File: src/rtl/baud_pkg.sv
package baud_pkg;

    typedef enum logic [1:0] {
        GEN_HALT   = 2'd0,
        GEN_RELOAD = 2'd1,
        GEN_RUN    = 2'd2
    } gen_state_e;

    typedef enum logic {
        SRC_PIN  = 1'b0,
        SRC_SOFT = 1'b1
    } ratio_src_e;

endpackage

File: src/rtl/baud_ratio_sel.sv
module baud_ratio_sel
    import baud_pkg::*;
(
    input  logic clk,
    input  logic rst,
    input  logic sel_pin,
    input  logic ctl_we,
    input  logic ctl_val,
    output logic div4_o,
    output logic change_o
);

    ratio_src_e src_q;
    ratio_src_e src_d;
    logic       pin_q;
    logic       soft_q;

    // next-state logic: PIN -> SOFT on the first software write, SOFT holds
    always_comb begin
        src_d = src_q;
        unique case (src_q)
            SRC_PIN:  if (ctl_we) src_d = SRC_SOFT;
            SRC_SOFT: src_d = SRC_SOFT;
            default:  src_d = SRC_PIN;
        endcase
    end

    // state register; the pin is tracked only while reset is high
    always_ff @(posedge clk) begin
        if (rst) begin
            src_q  <= SRC_PIN;
            pin_q  <= sel_pin;
            soft_q <= 1'b0;
        end else begin
            src_q <= src_d;
            if (ctl_we) begin
                soft_q <= ctl_val;
            end
        end
    end

    // outputs
    always_comb begin
        div4_o   = (src_q == SRC_SOFT) ? soft_q : pin_q;
        change_o = ctl_we && (ctl_val != div4_o);
    end

    // after reset the ratio only moves on a software write
    a_r6_pin_hold: assert property (@(posedge clk) disable iff (rst)
        (!$past(rst) && !$past(ctl_we)) |-> $stable(div4_o));

    // leaving reset, the ratio equals the pin seen in the last reset cycle
    a_r8_pin_capture: assert property (@(posedge clk) disable iff (rst)
        $past(rst) |-> (div4_o == $past(sel_pin)));

    // a software write decides the ratio from the next cycle
    a_r7_soft_follow: assert property (@(posedge clk) disable iff (rst)
        ctl_we |=> (div4_o == $past(ctl_val)));

endmodule

File: src/rtl/baud_prescaler.sv
module baud_prescaler #(
    parameter int RATIO = 4
) (
    input  logic clk,
    input  logic rst,
    input  logic div4,
    input  logic hold,
    output logic pre_en
);

    localparam int PC_W = (RATIO > 1) ? $clog2(RATIO) : 1;
    localparam logic [PC_W-1:0] PC_LAST = PC_W'(RATIO - 1);

    logic [PC_W-1:0] pc_q;

    always_ff @(posedge clk) begin
        if (rst || hold || !div4) begin
            pc_q <= '0;
        end else if (pc_q == PC_LAST) begin
            pc_q <= '0;
        end else begin
            pc_q <= pc_q + PC_W'(1);
        end
    end

    always_comb begin
        pre_en = div4 ? (pc_q == PC_LAST) : 1'b1;
    end

    // in divide mode two prescaler pulses are never adjacent
    a_r5_pre_gap: assert property (@(posedge clk) disable iff (rst)
        ((RATIO > 1) && div4 && $past(div4) && $past(pre_en)) |-> !pre_en);

endmodule

File: src/rtl/baud_div_regs.sv
module baud_div_regs #(
    parameter int DIV_W = 16
) (
    input  logic                clk,
    input  logic                rst,
    input  logic [1:0]          byte_we,
    input  logic [DIV_W/2-1:0]  wdata,
    output logic [DIV_W-1:0]    divisor,
    output logic                wr_any
);

    localparam int BYTE_W = DIV_W / 2;
    localparam int NB     = 2;

    for (genvar b = 0; b < NB; b++) begin : g_byte
        logic [BYTE_W-1:0] byte_q;

        always_ff @(posedge clk) begin
            if (rst) begin
                byte_q <= '0;
            end else if (byte_we[b]) begin
                byte_q <= wdata;
            end
        end

        assign divisor[b*BYTE_W +: BYTE_W] = byte_q;

        // a written byte lands in its own slice of the divisor
        a_r10_byte_load: assert property (@(posedge clk) disable iff (rst)
            byte_we[b] |=> (divisor[b*BYTE_W +: BYTE_W] == $past(wdata)));
    end

    assign wr_any = |byte_we;

endmodule

File: src/rtl/baud_div_counter.sv
module baud_div_counter
    import baud_pkg::*;
#(
    parameter int DIV_W = 16
) (
    input  logic             clk,
    input  logic             rst,
    input  logic             restart,
    input  logic             pre_en,
    input  logic [DIV_W-1:0] divisor,
    output logic             hold_pre,
    output logic             tick
);

    gen_state_e       state_q;
    gen_state_e       state_d;
    logic [DIV_W-1:0] cnt_q;
    logic             at_last;

    assign at_last = (cnt_q == (divisor - DIV_W'(1)));

    // next-state logic
    always_comb begin
        state_d = state_q;
        unique case (state_q)
            GEN_HALT: begin
                if (restart) state_d = GEN_RELOAD;
            end
            GEN_RELOAD: begin
                if (restart)              state_d = GEN_RELOAD;
                else if (divisor == '0)   state_d = GEN_HALT;
                else                      state_d = GEN_RUN;
            end
            GEN_RUN: begin
                if (restart) state_d = GEN_RELOAD;
            end
            default: state_d = GEN_HALT;
        endcase
    end

    // state register and count
    always_ff @(posedge clk) begin
        if (rst) begin
            state_q <= GEN_HALT;
            cnt_q   <= '0;
        end else begin
            state_q <= state_d;
            if ((state_q != GEN_RUN) || restart) begin
                cnt_q <= '0;
            end else if (pre_en) begin
                cnt_q <= at_last ? '0 : (cnt_q + DIV_W'(1));
            end
        end
    end

    // outputs
    always_comb begin
        hold_pre = (state_q != GEN_RUN);
        tick     = (state_q == GEN_RUN) && !restart && !rst && pre_en && at_last;
    end

    // the count never reaches the divisor while running
    a_r3_cnt_bound: assert property (@(posedge clk) disable iff (rst)
        (state_q == GEN_RUN) |-> (cnt_q < divisor));

    // only a divisor of one can fire on consecutive cycles
    a_r3_no_repeat: assert property (@(posedge clk) disable iff (rst)
        (tick && (divisor != DIV_W'(1))) |=> !tick);

    // the cycle after a restart is quiet
    a_r9_reload_quiet: assert property (@(posedge clk) disable iff (rst)
        $past(restart) |-> !tick);

endmodule

File: src/rtl/baud_tick_gen.sv
module baud_tick_gen
    import baud_pkg::*;
#(
    parameter int DIV_W     = 16,
    parameter int PRE_RATIO = 4
) (
    input  logic               clk,
    input  logic               rst,
    input  logic               pre4_pin,
    input  logic               mode_we,
    input  logic               mode_pre4,
    input  logic               div_lo_we,
    input  logic               div_hi_we,
    input  logic [DIV_W/2-1:0] div_wdata,
    output logic               baud_tick
);

    logic             div4;
    logic             ratio_chg;
    logic             pre_en;
    logic             hold_pre;
    logic [DIV_W-1:0] divisor;
    logic             div_wr;
    logic             restart;

    baud_ratio_sel u_ratio (
        .clk      (clk),
        .rst      (rst),
        .sel_pin  (pre4_pin),
        .ctl_we   (mode_we),
        .ctl_val  (mode_pre4),
        .div4_o   (div4),
        .change_o (ratio_chg)
    );

    baud_div_regs #(.DIV_W(DIV_W)) u_regs (
        .clk     (clk),
        .rst     (rst),
        .byte_we ({div_hi_we, div_lo_we}),
        .wdata   (div_wdata),
        .divisor (divisor),
        .wr_any  (div_wr)
    );

    assign restart = div_wr || ratio_chg;

    baud_prescaler #(.RATIO(PRE_RATIO)) u_pre (
        .clk    (clk),
        .rst    (rst),
        .div4   (div4),
        .hold   (hold_pre),
        .pre_en (pre_en)
    );

    baud_div_counter #(.DIV_W(DIV_W)) u_cnt (
        .clk      (clk),
        .rst      (rst),
        .restart  (restart),
        .pre_en   (pre_en),
        .divisor  (divisor),
        .hold_pre (hold_pre),
        .tick     (baud_tick)
    );

    // no strobe while reset is high
    a_r1_reset_quiet: assert property (@(posedge clk)
        rst |-> !baud_tick);

    // a zero divisor never produces a strobe
    a_r2_halt_quiet: assert property (@(posedge clk) disable iff (rst)
        (divisor == '0) |-> !baud_tick);

    // the write cycle itself never carries a strobe
    a_r9_write_quiet: assert property (@(posedge clk) disable iff (rst)
        (div_lo_we || div_hi_we) |-> !baud_tick);

endmodule

File: config.mk
export PLATFORM = sky130hd
export DESIGN_NAME = baud_tick_gen
export DESIGN_NICKNAME = d
export VERILOG_FILES = /design/src/rtl/baud_pkg.sv /design/src/rtl/baud_ratio_sel.sv /design/src/rtl/baud_prescaler.sv /design/src/rtl/baud_div_regs.sv /design/src/rtl/baud_div_counter.sv /design/src/rtl/baud_tick_gen.sv
export SDC_FILE = /design/constraint.sdc
export NUM_CORES = 1
export LEC_CHECK = 0
export ABC_CLOCK_PERIOD_IN_PS = 3200
export BUFFER_PORTS_ARGS = -buffer_cell sky130_fd_sc_hd__buf_2
export CORE_AREA = 2 2 97 99
export DETAILED_ROUTE_END_ITERATION = 8
export DIE_AREA = 0 0 99 101
export GPL_TIMING_DRIVEN = 0
export SYNTH_ARGS = -nofsm -noshare
export SYNTH_HDL_FRONTEND = slang
export SYNTH_HIERARCHICAL = 1
export SYNTH_SLANG_ARGS = --single-unit
File: constraint.sdc
create_clock -name clk -period 3.2 [get_ports clk]
set_clock_uncertainty 0.15 [all_clocks]
set_input_delay 0 -clock clk [delete_from_list [all_inputs] [get_ports clk]]
set_output_delay 0 -clock clk [all_outputs]
set_load 0.05 [all_outputs]
======== Word level (Yosys, flattened, before mapping) ========
Cells that the tools add are included.
operators by class
  add/subtract/negate cells ............... 3
  equality and inequality tests ........... 7
  multiplexer cells ....................... 9
  bitwise operators ....................... 1
  reductions and logical operators ........ 18
operators with widths
  kind                                                                  number
  16-bit by 1-bit adder with 16-bit output, second input constant       1
  16-bit == test                                                        1
  16-bit zero test                                                      1
  16-bit 2-to-1 mux                                                     1
  16-bit by 1-bit subtractor with 16-bit output, second input constant  1
  2-bit OR reduction                                                    4
  2-bit 2-to-1 mux                                                      3
  1-bit logical AND                                                     5
  2-bit == test, second input constant                                  2
  1-bit logical OR                                                      4
  2-bit case mux with 2 select lines                                    1
  1-bit zero test                                                       3
  1-bit 2-to-1 mux                                                      3
  2-bit by 1-bit adder with 2-bit output, second input constant         1
  2-bit by 1-bit == test with 1-bit output, second input constant       1
  2-bit zero test                                                       1
  2-bit by 1-bit != test with 1-bit output, second input constant       1
  2-bit != test, second input constant                                  1
  1-bit case mux with 2 select lines                                    1
  1-bit != test                                                         1
  1-bit inverter                                                        1
word-level totals
  bits in registers ....................... 39
  output and inout bits ................... 1

======== Depth between registers and ports, before layout ========
  word-level depth ........................ 9
  mapped depth ............................ 9
  mapped depth without buffers ............ 8

======== By module ========
The synthesis kept the hierarchy.
modules (own cells, without submodules)
  module            times used  cells each  area each (sq um)
  baud_div_counter  1           170         1381.3
  baud_div_regs     1           53          585.6
  baud_ratio_sel    1           11          123.9
  baud_prescaler    1           6           96.3
  baud_tick_gen     1           1           6.3

======== Worst setup path before layout ========
No wires, ideal clock.
  path kind ............................... register -> output
  start point ............................. reg u_regs.g_byte[0].byte_q[0]
  end point ............................... out baud_tick
  arrival ................................. 2.499 ns
  slack ................................... 0.551 ns
  stages on the path, launching flop included .. 9
  path buffers ............................ 0
  cell sequence ........................... dfxtp_1 > inv_1 > ha_1 > xor2_1 > nand2_1 > nor4_1 > nand4_1 > nor4_4 > nor2b_1
between the ends
  longest elaborated chain between the ends .. 3
ends and longest elaborated chain
  element                                        RTL line                source
  start, declared                                baud_div_regs.sv:16     logic [BYTE_W-1:0] byte_q;
  start signal, assigned                         baud_div_regs.sv:22     byte_q <= wdata;
  16-bit by 1-bit subtractor with 16-bit output  baud_div_counter.sv:20  assign at_last = (cnt_q == (divisor - DIV_W'(1)));
  16-bit == test                                 baud_div_counter.sv:20
  1-bit logical AND                              baud_div_counter.sv:59  tick = (state_q == GEN_RUN) && !restart && !rst && pre_en && at_last;
  end, declared                                  baud_tick_gen.sv:15     output logic baud_tick
No other way between the ends.

======== Final worst setup path ========
Ends and elaborated chain as after synthesis.

==> results.md <==
* Max_cap viols at 0
* DR iter-0 viols at 121
* Hold Crit Depth at 2
* Ys async rst share at 0
* Sequential Power Share at 0.440
* Die X at 99 microns
* Core region area at 8980 sq um
* Main combinational cell family by area after synthesis: simple AND/OR/NAND/NOR gates
* Row count at 35
* Gr usage total at 0.108
* NetSw at 288 uW
* Compound-Gate Fraction of Synth Area at 0.0724
* Prevailing post-synth register cell: dfxtp_1
* Clock Sinks at 39
* Min Clock Period, post-route at 2.92 ns
* Largest net degree at the start of global routing at 13
* Hold endpoint: u_ratio/pin_q
* Die Y at 101 microns
* Status: finished clean
* Final cell count without fillers at 395
* Relative slew slack at 0.658
* Reg clk slew, reported paths at 0.08 ns
* Reg2Reg Depth at 10
* GP Congestion at 0.860
* Worst Setup Path Type: flop to output pin
* Starting Density at 0.244
* Cell Pwr Density at 436 nW/um^2
* Worst Tran Pin Value at 0.505 ns
* Nets at 302
* Post-Synth Simple-Gate Area at 0.278
* Post-Synthesis Cells at 241
* Adder-Cell Fraction of Synth Area at 0.0228
* Antenna Nets Post-Route at 0
* DP Cell Count at 365
* I/O Buffers at 13
* Synth cell types at 47
* I/O pin total at 16
* Critical path required time at 3.05 ns
* CP Max Fanout at 6
* Worst Hold Class: primary input to flop
* EDFF count, synth at 1
* Initial antenna violation count at 0
* DP Wirelength at 3620 microns
* Drt total wl at 4940 microns
* Post-synthesis xor/xnor area fraction at 0.140
* Comb power frac at 0.154
* Leakage power at 0.00106 uW
* Worst reg2reg setup slack at 0.50 ns
* Net Sw Frac at 0.241
* Nature of the critical path startpoint: flop
* CTS tree: yes
* Detailed-route DRC error count at 0
* Ys Warns at 6
* Global route overflow at 0
* FF+latch count, synth at 39
* Fillers at 928
* Post-synthesis mux area share at 0.0844
* Unrepaired setup endpoints after global routing: no
* Post-CTS sizing at 0
* R2R Path Start: u_regs/g_byte[0].byte_q[0]
* Syn_nets at 260
* FMAX at 0.342 GHz
* Worst r2r dst: u_cnt/cnt_q[15]
* DR vias/cell at 4.65
* Post-Syn Area at 2190 sq um
* Root buffer cell: clkbuf_8
* Setup crit end kind: output pin
* Worst EP arrival at 2.77 ns
* Number of global-route vias before repair at 1800
* Clock latency on the worst-skew pair at 0.29 ns
* Final period util at 0.913
* Pre-Repair DR Iteration Count at 4
* Pint at 909 uW
* Area growth syn-to-layout at 25.2%
* Final setup violation count at 0
* Inserted Clock Buffers at 5
* H-tree Lvls at 2
* Die ar. at 10000 sq um
* Mean post-synth cell area at 9.10 sq um
* Hold Path Origin: pre4_pin
* Pins over their slew limit at 0
* Vias at 1835
* First-pass GRT wire length at 8670 microns
* Layout cell share with drive strength beyond 1 at 0.137
* VDD IR max at 225 uV
* Fin Setup TNS at 0 ns
* Clk pwr share at 0.406
* Per-cell routed wire length at 12.5 microns
* Clock Tree Buf Depth at 2
* Inserted Diodes at 0
* Post-synthesis sequential area ratio at 0.361
* Final Hold Viols at 0
[registers in the layout (all words and copies together) (netlist names)]
name and cells:
u_ratio/src_q 1, u_cnt/state_q 2, u_ratio/pin_q 1, u_ratio/soft_q 1, u_regs/g_byte.byte_q 16, u_pre/pc_q 2
u_cnt/cnt_q 16
[cells by family after synthesis]
kind of cell,after synthesis
fa+ha+maj,4
compound gates,21
buf+inv,16
simple gates,108
flops,39
mux,18
xor+xnor,35
[stage by stage]
step	area, sq um	setup slack [ns]	total power, uW	utilization	hold WS, ns
after CTS	2730	0.177	1210	0.304	0.258
after global routing	2750	0.00926	1250	0.306	0.274
after global placement	2400	0.544	697	0.267	0.0287
after detailed placement	2400	0.517	699	0.267	0.0343
final	2750	0.277	1200	0.306	0.269
after floorplan	2190	0.551	657	-	-0.0809
[how the worst max path moves through the flow]
stage	from	to	slack, ns	cells past startpoint
final	u_regs/g_byte[0].byte_q[0]	baud_tick	0.28	9
after global routing	u_regs/g_byte[0].byte_q[0]	baud_tick	0.009	9
after CTS	u_regs/g_byte[0].byte_q[0]	baud_tick	0.18	9
after detailed placement	u_regs/g_byte[0].byte_q[0]	baud_tick	0.52	9
after global placement	u_regs/g_byte[0].byte_q[0]	baud_tick	0.54	9
after floorplan	u_regs/g_byte[0].byte_q[0]	baud_tick	0.55	8
[per-layer routing]
layer	vias up	share of wire	global-route usage
li1	942	-	-
met1	853	0.48	0.140
met2	34	0.47	0.179
met3	6	0.036	0.0229
met4	0	0.012	0.0348
met5	-	0	0
[cells in the mapped netlist, drive strengths merged, types with 2 or more instances]
library cell / n / share of area
or2: 3 / 0.0086
nand3: 6 / 0.014
a31oi: 2 / 0.0057
clkbuf: 3 / 0.0057
and3b: 2 / 0.0086
nor4: 7 / 0.034
ha: 4 / 0.023
buf: 5 / 0.022
inv: 8 / 0.014
dfxtp: 38 / 0.35
nand2b: 3 / 0.012
xor2: 18 / 0.072
o21ai: 2 / 0.0046
a21oi: 5 / 0.011
mux2i: 17 / 0.078
a211oi: 2 / 0.0068
or3: 2 / 0.0057
nor2b: 4 / 0.011
and3: 3 / 0.0086
o311ai: 3 / 0.012
xnor2: 17 / 0.068
nor3: 16 / 0.037
nor4b: 3 / 0.019
nand2: 15 / 0.026
nand4: 7 / 0.020
nor2: 33 / 0.060
[worst max-delay path, cell delays in order, from the launching register on]
cell,delay (ns)
dfxtp_1,0.44
inv_1,0.10
ha_1,0.31
xor2_1,0.13
nand2_1,0.06
nor4_1,0.30
nand4_1,0.29
nor4_4,0.42
nor2b_1,0.16
buf_2,0.27
[power groups by stage]
stage                     logic [uW]  registers [uW]  clock network [uW]
after floorplan                  126             531                   0
after detailed placement         160             538                   0
final                            184             526                 486
after global routing             205             530                 520
after CTS                        183             527                 497
after global placement           159             538                   0
[final cells by class]
type | count | area, sq um | area share
multi-input cells | 186 | 1310 | 0.478
flip-flops and latches | 39 | 791 | 0.288
repair buffers | 35 | 280 | 0.102
well taps | 111 | 139 | 0.0506
clock buffers | 6 | 72.6 | 0.0264
plain buffers | 8 | 61.3 | 0.0223
clock inverters | 2 | 60.1 | 0.0219
inverters | 8 | 30.0 | 0.0109
[cell usage in the layout, fill, tap and decap left out, types with 3 or more instances in the layout]
cell	n
dlygate4sd3_1	20
nand4_1	7
a21oi_1	5
nor2b_1	4
dfxtp_1	38
xor2_1	18
xnor2_1	17
nand3_1	6
and3_1	3
nor3_1	16
nor2_1	32
clkbuf_8	5
o311ai_0	3
clkbuf_1	3
inv_1	8
nand2_1	15
nor4_1	5
mux2i_1	17
ha_1	4
buf_2	13
buf_6	4
[repair_timing]
action / in CTS / in global routing
hold endpoints to repair: 24 / 0
hold buffers: 20 / 0
buffers inserted: 0 / 2
endpoints found under the setup margin: 0 / 1
No activity file was read; power rests on OpenSTA's default activity.
